File: config.mk
export PLATFORM = sky130hd
export DESIGN_NAME = rtw_walker
export DESIGN_NICKNAME = d
export VERILOG_FILES = /design/src/rtl/rtw_pkg.sv /design/src/rtl/rtw_span.sv /design/src/rtl/rtw_copy_ctr.sv /design/src/rtl/rtw_seq.sv /design/src/rtl/rtw_walker.sv
export SDC_FILE = /design/constraint.sdc
export NUM_CORES = 1
export LEC_CHECK = 0
export BUFFER_PORTS_ARGS = -buffer_cell sky130_fd_sc_hd__buf_2
export CORE_ASPECT_RATIO = 1.75
export CORE_UTILIZATION = 55
export CTS_CLUSTER_SIZE = 16
export DETAILED_ROUTE_END_ITERATION = 10
export MAX_ROUTING_LAYER = met4
export PLACE_DENSITY = 0.77
export SYNTH_ARGS = -nofsm -noshare
export SYNTH_HDL_FRONTEND = slang
export SYNTH_SLANG_ARGS = --single-unit
File: constraint.sdc
create_clock -name clk -period 3.5 [get_ports clk]
set_input_delay 0.175 -clock clk [delete_from_list [all_inputs] [get_ports clk]]
set_output_delay 0.175 -clock clk [all_outputs]
set_load 0.01 [all_outputs]
File: src/rtl/rtw_pkg.sv
// Shared definitions for the record table walker.
// Assumes: records start with a 4-byte formatted header (type, length, handle).
package rtw_pkg;
    // Walk sequencer states
    typedef enum logic [2:0] {
        ST_IDLE,
        ST_CHK,
        ST_TYPE_RQ,
        ST_TYPE_WT,
        ST_LEN_WT,
        ST_S0_RQ,
        ST_S0_WT,
        ST_S1_WT
    } walk_state_t;

    // Smallest legal formatted area, in bytes
    localparam int unsigned HDR_BYTES = 4;
endpackage

File: src/rtl/rtw_span.sv
// Table window: registers the exclusive end address at start and compares
// the sequencer's record and scan pointers against it.
// Assumes: pointers are one bit wider than the byte address, so base+len
// never wraps.
module rtw_span #(
    parameter int unsigned AW = 16
) (
    input  logic          clk,
    input  logic          rst_n,
    input  logic          load,
    input  logic [AW-1:0] base,
    input  logic [AW-1:0] len,
    input  logic [AW:0]   cur,
    input  logic [AW:0]   pos,
    output logic          cur_at_end,
    output logic          hdr_short,
    output logic          scan_at_end,
    output logic          scan_next_at_end
);
    import rtw_pkg::*;
    localparam int unsigned EW = AW + 1;

    logic [EW-1:0] end_q;

    // Capture the exclusive table end when a walk begins
    always_ff @(posedge clk) begin
        if (!rst_n) end_q <= '0;
        else if (load) end_q <= EW'(base) + EW'(len);
    end

    // Boundary comparisons used by the sequencer
    always_comb begin
        cur_at_end       = cur >= end_q;
        hdr_short        = (cur + EW'(HDR_BYTES)) > end_q;
        scan_at_end      = (pos + EW'(1)) >= end_q;
        scan_next_at_end = (pos + EW'(2)) >= end_q;
    end
endmodule

File: src/rtl/rtw_copy_ctr.sv
// Copy index counter: loaded at start, decremented once per passed-over
// matching record, flags when the current match is the wanted one.
// Assumes: load and dec are never high in the same cycle.
module rtw_copy_ctr #(
    parameter int unsigned CW = 8
) (
    input  logic          clk,
    input  logic          rst_n,
    input  logic          load,
    input  logic [CW-1:0] value,
    input  logic          dec,
    output logic          zero
);
    logic [CW-1:0] cnt_q;

    // Hold the remaining number of matches to skip
    always_ff @(posedge clk) begin
        if (!rst_n)   cnt_q <= '0;
        else if (load) cnt_q <= value;
        else if (dec)  cnt_q <= cnt_q - CW'(1);
    end

    // Wanted match reached when nothing remains to skip
    assign zero = (cnt_q == '0);
endmodule

File: src/rtl/rtw_seq.sv
// Walk sequencer: reads each record header, decides match / malformed,
// skips the formatted area and scans the string area for a double zero.
// Assumes: byte memory with one-cycle read latency; boundary flags and
// copy-counter status come from neighbouring blocks.
module rtw_seq #(
    parameter int unsigned AW = 16
) (
    input  logic          clk,
    input  logic          rst_n,
    input  logic          start,
    input  logic [AW-1:0] tbl_base,
    input  logic [7:0]    want_type,
    output logic          mem_rd,
    output logic [AW-1:0] mem_addr,
    input  logic [7:0]    mem_data,
    output logic [AW:0]   cur,
    output logic [AW:0]   pos,
    output logic          win_load,
    input  logic          cur_at_end,
    input  logic          hdr_short,
    input  logic          scan_at_end,
    input  logic          scan_next_at_end,
    output logic          cnt_load,
    output logic          cnt_dec,
    input  logic          cnt_zero,
    output logic          busy,
    output logic          done,
    output logic          found,
    output logic          malformed,
    output logic [AW-1:0] rec_addr
);
    import rtw_pkg::*;
    localparam int unsigned EW = AW + 1;

    walk_state_t   state_q;
    logic [EW-1:0] cur_q, pos_q, rd_addr;
    logic [7:0]    typ_q, want_q, b0_q;
    logic          done_q, found_q, bad_q;
    logic [AW-1:0] rec_q;
    logic          accept, len_bad, type_hit, pair_zero;

    assign accept    = (state_q == ST_IDLE) && start;
    assign len_bad   = mem_data < 8'(HDR_BYTES);
    assign type_hit  = typ_q == want_q;
    assign pair_zero = (b0_q == 8'h00) && (mem_data == 8'h00);

    // Read request for the byte the next state needs
    always_comb begin
        mem_rd  = 1'b0;
        rd_addr = cur_q;
        unique case (state_q)
            ST_TYPE_RQ: begin mem_rd = 1'b1; rd_addr = cur_q; end
            ST_TYPE_WT: begin mem_rd = 1'b1; rd_addr = cur_q + EW'(1); end
            ST_S0_RQ:   begin mem_rd = !scan_at_end; rd_addr = pos_q; end
            ST_S0_WT:   begin mem_rd = 1'b1; rd_addr = pos_q + EW'(1); end
            ST_S1_WT:   begin
                mem_rd  = !pair_zero && !scan_next_at_end;
                rd_addr = pos_q + EW'(2);
            end
            default: ;
        endcase
    end
    assign mem_addr = rd_addr[AW-1:0];

    // Neighbour control strobes
    assign win_load = accept;
    assign cnt_load = accept;
    assign cnt_dec  = (state_q == ST_LEN_WT) && !len_bad && type_hit && !cnt_zero;

    // Walk state, pointers and results
    always_ff @(posedge clk) begin
        if (!rst_n) begin
            state_q <= ST_IDLE;
            cur_q   <= '0;
            pos_q   <= '0;
            typ_q   <= '0;
            want_q  <= '0;
            b0_q    <= '0;
            done_q  <= 1'b0;
            found_q <= 1'b0;
            bad_q   <= 1'b0;
            rec_q   <= '0;
        end else begin
            done_q <= 1'b0;
            unique case (state_q)
                ST_IDLE: if (start) begin
                    cur_q   <= EW'(tbl_base);
                    want_q  <= want_type;
                    found_q <= 1'b0;
                    bad_q   <= 1'b0;
                    state_q <= ST_CHK;
                end
                ST_CHK: begin
                    if (cur_at_end) begin
                        done_q  <= 1'b1;
                        state_q <= ST_IDLE;
                    end else if (hdr_short) begin
                        bad_q   <= 1'b1;
                        done_q  <= 1'b1;
                        state_q <= ST_IDLE;
                    end else begin
                        state_q <= ST_TYPE_RQ;
                    end
                end
                ST_TYPE_RQ: state_q <= ST_TYPE_WT;
                ST_TYPE_WT: begin
                    typ_q   <= mem_data;
                    state_q <= ST_LEN_WT;
                end
                ST_LEN_WT: begin
                    if (len_bad) begin
                        bad_q   <= 1'b1;
                        done_q  <= 1'b1;
                        state_q <= ST_IDLE;
                    end else if (type_hit && cnt_zero) begin
                        found_q <= 1'b1;
                        rec_q   <= cur_q[AW-1:0];
                        done_q  <= 1'b1;
                        state_q <= ST_IDLE;
                    end else begin
                        pos_q   <= cur_q + EW'(mem_data);
                        state_q <= ST_S0_RQ;
                    end
                end
                ST_S0_RQ: begin
                    if (scan_at_end) begin
                        done_q  <= 1'b1;
                        state_q <= ST_IDLE;
                    end else begin
                        state_q <= ST_S0_WT;
                    end
                end
                ST_S0_WT: begin
                    b0_q    <= mem_data;
                    state_q <= ST_S1_WT;
                end
                ST_S1_WT: begin
                    if (pair_zero) begin
                        cur_q   <= pos_q + EW'(2);
                        state_q <= ST_CHK;
                    end else if (scan_next_at_end) begin
                        done_q  <= 1'b1;
                        state_q <= ST_IDLE;
                    end else begin
                        pos_q <= pos_q + EW'(1);
                        b0_q  <= mem_data;
                    end
                end
                default: state_q <= ST_IDLE;
            endcase
        end
    end

    assign cur       = cur_q;
    assign pos       = pos_q;
    assign busy      = state_q != ST_IDLE;
    assign done      = done_q;
    assign found     = found_q;
    assign malformed = bad_q;
    assign rec_addr  = rec_q;
endmodule

File: src/rtl/rtw_walker.sv
// Typed record table walker top: joins the sequencer, the table window and
// the copy counter.
// Assumes: byte-wide memory with one-cycle read latency; inputs are stable
// while start is high.
module rtw_walker #(
    parameter int unsigned AW = 16,
    parameter int unsigned CW = 8
) (
    input  logic          clk,
    input  logic          rst_n,
    input  logic          start,
    input  logic [AW-1:0] tbl_base,
    input  logic [AW-1:0] tbl_len,
    input  logic [7:0]    want_type,
    input  logic [CW-1:0] want_copy,
    output logic          mem_rd,
    output logic [AW-1:0] mem_addr,
    input  logic [7:0]    mem_data,
    output logic          busy,
    output logic          done,
    output logic          found,
    output logic          malformed,
    output logic [AW-1:0] rec_addr
);
    logic [AW:0] cur, pos;
    logic win_load, cur_at_end, hdr_short, scan_at_end, scan_next_at_end;
    logic cnt_load, cnt_dec, cnt_zero;

    rtw_seq #(.AW(AW)) i_seq (
        .clk(clk), .rst_n(rst_n), .start(start), .tbl_base(tbl_base),
        .want_type(want_type), .mem_rd(mem_rd), .mem_addr(mem_addr),
        .mem_data(mem_data), .cur(cur), .pos(pos), .win_load(win_load),
        .cur_at_end(cur_at_end), .hdr_short(hdr_short),
        .scan_at_end(scan_at_end), .scan_next_at_end(scan_next_at_end),
        .cnt_load(cnt_load), .cnt_dec(cnt_dec), .cnt_zero(cnt_zero),
        .busy(busy), .done(done), .found(found), .malformed(malformed),
        .rec_addr(rec_addr)
    );

    rtw_span #(.AW(AW)) i_span (
        .clk(clk), .rst_n(rst_n), .load(win_load), .base(tbl_base),
        .len(tbl_len), .cur(cur), .pos(pos), .cur_at_end(cur_at_end),
        .hdr_short(hdr_short), .scan_at_end(scan_at_end),
        .scan_next_at_end(scan_next_at_end)
    );

    rtw_copy_ctr #(.CW(CW)) i_copy (
        .clk(clk), .rst_n(rst_n), .load(cnt_load), .value(want_copy),
        .dec(cnt_dec), .zero(cnt_zero)
    );
endmodule

==> Yosys cells after proc, flatten, opt, wreduce, memory -nomap -nowiden <==
Index checks and enable logic that the tools add are counted.
{ "totals": {"wordCells": 116, "inputBits": 59, "output_inout_bits": 37, "regBits": 105} }
{ "classes": {"mux": 40, "reduce_logical": 32, "add_sub_neg": 7, "magnitude_cmp": 5, "n_eq_ne": 19, "bitwise": 1} }
{ "op_table": {"columns": ["operator", "n"], "rows": [
  ["$mux 17", 6],
  ["$pmux 17 s2", 2],
  ["$pmux 16 s4", 1],
  ["$ge 17x17->1", 3],
  ["$mux 8", 4],
  ["$logic_not 8->1", 3],
  ["$pmux 3 s8", 1],
  ["$mux 3", 7],
  ["$add 16x16->17", 1],
  ["$add 17x1->17 const B", 1],
  ["$add 17x2->17 const B", 1],
  ["$add 17x3->17 const B", 1],
  ["$add 17x8->17", 1],
  ["$gt 17x17->1", 1],
  ["$add 16x1->16 const B", 1],
  ["$ne 2x2->1 const B", 8],
  ["$pmux 8 s2", 1],
  ["$mux 1", 13],
  ["$eq 3x3->1 const B", 4],
  ["$reduce_and 5->1", 2],
  ["$reduce_bool 2->1", 5],
  ["$reduce_and 3->1", 3],
  ["$eq 8x8->1", 1],
  ["$lt 8x3->1 const B", 1],
  ["17 further kinds", 32]
]} }

==> Longest topological paths before layout <==
{ "depth": {"depth_word": 7, "mapped_depth": 15} }

==> Modules after synthesis <==
From an unflattened synthesis, not the netlist that was laid out.
{ "hier_totals": {"hier_cells": 1291, "hier_area_um2": 9728.1} }
{ "modules_own_cells": {"columns": ["module", "area_per_inst_um2", "cells_each", "n_inst"], "rows": [
  ["rtw_seq", 5793.1, 801, 1],
  ["rtw_span", 3454.6, 432, 1],
  ["rtw_copy_ctr", 480.5, 58, 1]
]} }

==> Worst setup path after synthesis <==
OpenSTA, ideal clock, no wires.
{ "synth_timing": {"kind": "register to register", "from": "register i_seq.pos_q[2], in the netlist i_seq.pos[2]", "to": "register i_seq.pos_q[2], in the netlist i_seq.pos[2]", "arrival_time_ns": 3.249, "path_buffers": 2, "stages_incl_launch_ff": 14, "setup_slack_ns": 0.165, "cell_sequence": "dfxtp_1 -> clkbuf_1 -> nand4_1 -> or2_2 -> xnor2_1 -> ha_1 -> and4_1 -> a211o_1 -> a311oi_1 -> a211oi_1 -> nor3_2 -> clkbuf_1 -> o22ai_1 -> a221oi_2"} }
{ "synth_between": {"elab_chain_len": 4, "elab_cells_between_ends": 8} }
{ "synth_lines": {"columns": ["element", "line", "rtl"], "rows": [
  ["from (decl)", "rtw_seq.sv:36", "logic [EW-1:0] cur_q, pos_q, rd_addr;"],
  ["from (signal assigned)", "rtw_seq.sv:121", "pos_q <= cur_q + EW'(mem_data);"],
  ["from (signal assigned)", "rtw_seq.sv:145", "pos_q <= pos_q + EW'(1);"],
  ["$add 17x2->17 or $add 17x1->17 (tied branches)", "rtw_span.sv:36, rtw_seq.sv:145", null],
  ["$ge 17x17->1 or $mux 17 (tied branches)", "rtw_span.sv:36, rtw_seq.sv:141", null],
  ["$ne 2x2->1 (no source line) or $mux 17 (tied branches)", null, null],
  ["$reduce_and 5->1 (no source line) or $pmux 17 s2 (tied branches)", null, null]
]} }
Several ways; a longest one is shown, not always the timed one. The select of a mux whose other input is x is not followed.
A chain may end at the register's enable or synchronous reset.

==> Final worst setup path <==
{ "layout_timing": {"from": "register i_seq.pos_q[1], in the netlist i_seq.pos[1]", "to": "output mem_rd"} }
{ "layout_between": {"elab_chain_len": 5, "elab_cells_between_ends": 8} }
{ "layout_lines": {"columns": ["element", "line", "rtl"], "rows": [
  ["$add 17x2->17", "rtw_span.sv:36", "scan_next_at_end = (pos + EW'(2)) >= end_q;"],
  ["$ge 17x17->1", "rtw_span.sv:36", null],
  ["$logic_not 1->1", "rtw_seq.sv:57", "mem_rd = !pair_zero && !scan_next_at_end;"],
  ["$logic_and 1x1->1", "rtw_seq.sv:57", null],
  ["$pmux 1 s3 *", "rtw_seq.sv:51", "unique case (state_q)"],
  ["to (decl)", "rtw_walker.sv:16", "output logic mem_rd,"]
]} }
Every way passes the cells marked *; elsewhere a longest branch is shown, timed or not.

==> results.md <==
* CTS buffer count at 9
* Vias/cell at 6.360
* Ports at 96
* Violated checks: design-rule violations
* Area grow syn2layout at 20.17%
* Count leader, synth: nand2_1
* RSZ-0062 raised after global routing: true
* Synth area leaders: dfxtp_1 (23%), ha_1 (13%), a21oi_1 (6.8%)
* Fin crit share at 99.51%
* Final Instance Count excl. Fillers at 1537
* Yosys reg bits at 105
* HPWL after detailed placement at 25750 um
* Overall routed net length at 33680 um
* HP Class: input pin to flop
* Leakage at 4.794 nW
* Remaining antenna violation count at 0
* Syn_nets at 1364
* Layout fillers at 1405
* Area of the core at 0.01588 mm2
* Die area at 0.01682 mm2
* Pwr Density at 375.8 mW/mm2
* Yosys top cell area share at 23.46%
* Floorplan row count at 61
* Cell family with most CP delay: simple AND/OR/NAND/NOR gates
* Count of cell types in the netlist at 75
* Top cells by count, synth: nand2_1 (149), nor2_1 (132), a21oi_1 (121)
* Worst-margin pin slew at 0.9340 ns
* Post-route DRC at 1
* First-pass GRT wire length at 51180 um
* Vias in the first global route at 9542
* Ys async rst share at 0%
* Gate Count Post-Synth at 1208
* Slowest cell on the critical path: dfxtp_2
* Worst path buffer plus inverter count at 3
* Crit-path max cell delay at 0.34 ns
* Max Clock Freq at 0.2871 GHz
* Maximum VDD drop at 0.3792 mV
* Horiz. Die Dim at 98.48 um
* Layout cell share with drive strength beyond 1 at 20.85%
* Final Hold Fails at 0
* CTS H-tree lvls at 3
* Placed insts at 1512
* Antenna violations before repair at 0
* GRT overflow at 0
* Clk root buf: clkbuf_16
* Max Fanout on Critical Path at 3
* Syn. warnings at 0
* Total track usage at 41.41%
* Nets@finish at 1500
* Clk sink count at 105
* Pre-CTS setup slack at -0.04586 ns
* Die height at 170.8 um
* Main synth FF type: dfxtp_1
* TritonRoute pass-1 iters at 9
* Initial drt markers at 746
* Area of the mapped netlist at 0.008960 mm2
* Post-DP Area at 0.01012 mm2
* Crit path kind: flop to output pin
* Max Cap Violations at 0
* Final Critical Period at 3.483 ns
* Post-synth EDFFs at 0
* Avg Inst Size Synth at 7.417 um2
* Setup-failing EPs final at 0
* Required time worst endpoint at 3.32 ns
* Port Buf Inserts at 95
* Synth area leader: dfxtp_1
* Starting density of the core at 56.44%
* CTS tree: built
* CTS Buffer Depth at 2
* Fin. max-slew vios at 0
* Clk Latency, worst-skew pair at 0.36 ns
* CTS clk-pin slew, worst paths at 0.08 ns
* Via Count at 9775
* Layout Skew at 0.01307 ns
* GP Congestion at 1.048
* Status: finished, violations left
* Setup crit start kind: flop
* Finished Cell Area at 0.01077 mm2
* Final hold slack at 0.04661 ns
* Avg WL per Cell at 21.91 um
* Crit end category: output pin
* Largest net degree at the start of global routing at 46
* Relative slew slack at 37.64%
* Antenna Cells at 0
* Critical path, cell by cell: buf_6, ha_4, nand4_1, buf_4, or2_4, nor2_1, xor2_1, ha_1, nand4_1, nor3_2, a41oi_1, nand3_1, a211oi_2, a211o_1, buf_6
* Critical Path AT at 3.31 ns
* Final Worst Setup Slack at 0.01721 ns
* Sequential fraction of the synthesis area at 23.46%
[layout make-up]
cell class	count	area (um2)	share of cell area, %
clock buffers	10	239.0	2.220
clock inverters	5	67.56	0.6275
inverters	60	229.0	2.127
multi-input cells	970	6595	61.25
flip-flops and latches	105	2108	19.58
well taps	189	236.5	2.196
repair buffers	198	1291	11.99
[final timing paths]
kind | cells after the start | slack, ns | startpoint | endpoint
min | 3 | 0.05 | want_type[1] | i_seq.want_q[1]$_SDFFE_PN0P_
max reg2reg | 13 | 0.17 | i_seq.pos[1]$_SDFFE_PN0P_ | i_seq.pos[4]$_SDFFE_PN0P_
min reg2reg | 2 | 0.45 | i_span.end_q[4]$_SDFFE_PN0P_ | i_span.end_q[4]$_SDFFE_PN0P_
max | 15 | 0.02 | i_seq.pos[1]$_SDFFE_PN0P_ | mem_rd
[worst reg2reg max path: cells and delay by family, from the launching register on]
kind	cells	cell delay [ns]
buffers and inverters	2	0.30
and+or+nand+nor	3	0.83
DFF	1	0.33
xor gates and xnor gates	1	0.16
AOI/OAI and AO/OA	5	1.05
adders and majority gates	2	0.49
[stage by stage]
step / power [mW] / setup TNS [ns] / utilization, %
6_report: 4.046 / 0 / 67.82
5_1_grt: 4.211 / -0.06507 / 67.82
4_1_cts: 3.974 / 0 / 66.92
3_5_place_dp: 2.842 / -0.07167 / 63.72
3_3_place_gp: 2.821 / 0 / 63.72
2_1_floorplan: 2.311 / 0 / -
[state kept, by name, indices dropped and copies added, names as in the netlist]
signal / count
i_seq.cur: 17
i_seq.pos: 17
i_span.end_q: 17
i_seq.rec_addr: 16
i_copy.cnt_q: 8
i_seq.b0_q: 8
i_seq.typ_q: 8
i_seq.want_q: 8
i_seq.state_q: 3
i_seq.done: 1
i_seq.found: 1
i_seq.malformed: 1
[kinds of logic (layout without fill, tap and decap cells)]
family | Yosys count | in the layout | synth area share [%]
simple gates | 436 | 436 | 22.39
fa+ha+maj | 97 | 97 | 13.71
compound gates | 325 | 325 | 23.22
buf+inv | 133 | 273 | 5.753
mux | 30 | 30 | 3.449
flops | 105 | 105 | 23.46
xor+xnor | 82 | 82 | 8.016
[routing by layer]
metal	vias to the layer above	part of all wire, %	global-route usage [%]
met4	0	8.0	29.98
met5	-	0	-
li1	4575	-	-
met3	146	7.2	5.760
met1	4567	37	44.38
met2	487	48	69.93
[timing repair]
item                                    in CTS  in global routing
hold buffers                                 0                  0
endpoints found under the setup margin       7                 19
setup buffers                                5                  5
resized for setup                           33                 21
hold endpoints to repair                     0                  0
pin swaps                                   18                 13
[power by group]
group	total [mW]	switching (mW)	leakage [nW]	internal (mW)
clock network	1.15	0.558	0.152	0.587
logic	1.56	0.961	3.78	0.601
registers	1.34	0.0624	0.857	1.28
total	4.05	1.58	4.79	2.46
[cells in the final DEF, fill, tap and decap left out, types with 6 or more instances in the layout]
cell       netlist  final
xnor2_1         53     48
inv_1           60     58
buf_2            6     94
nor2_1         132    127
o31ai_1          9      9
clkbuf_16        0      9
o21ai_0         52     51
nand4_1         19     19
a22oi_1          6      6
o21a_1          12     12
and3_1          15     15
nor2b_1          9      9
mux2i_1         23     23
nand2b_1        11     11
mux2_2           7      7
nand3_1         39     34
o211ai_1         6      6
buf_4            0     98
xor2_1          29     26
o22ai_1         19     19
ha_1            95     92
a21o_1           9      9
a211oi_1        26     24
a21oi_1        121    120
dfxtp_1        105    100
nor3_1          24     20
nand2_1        149    148
Power figures use the tool's default switching activity.
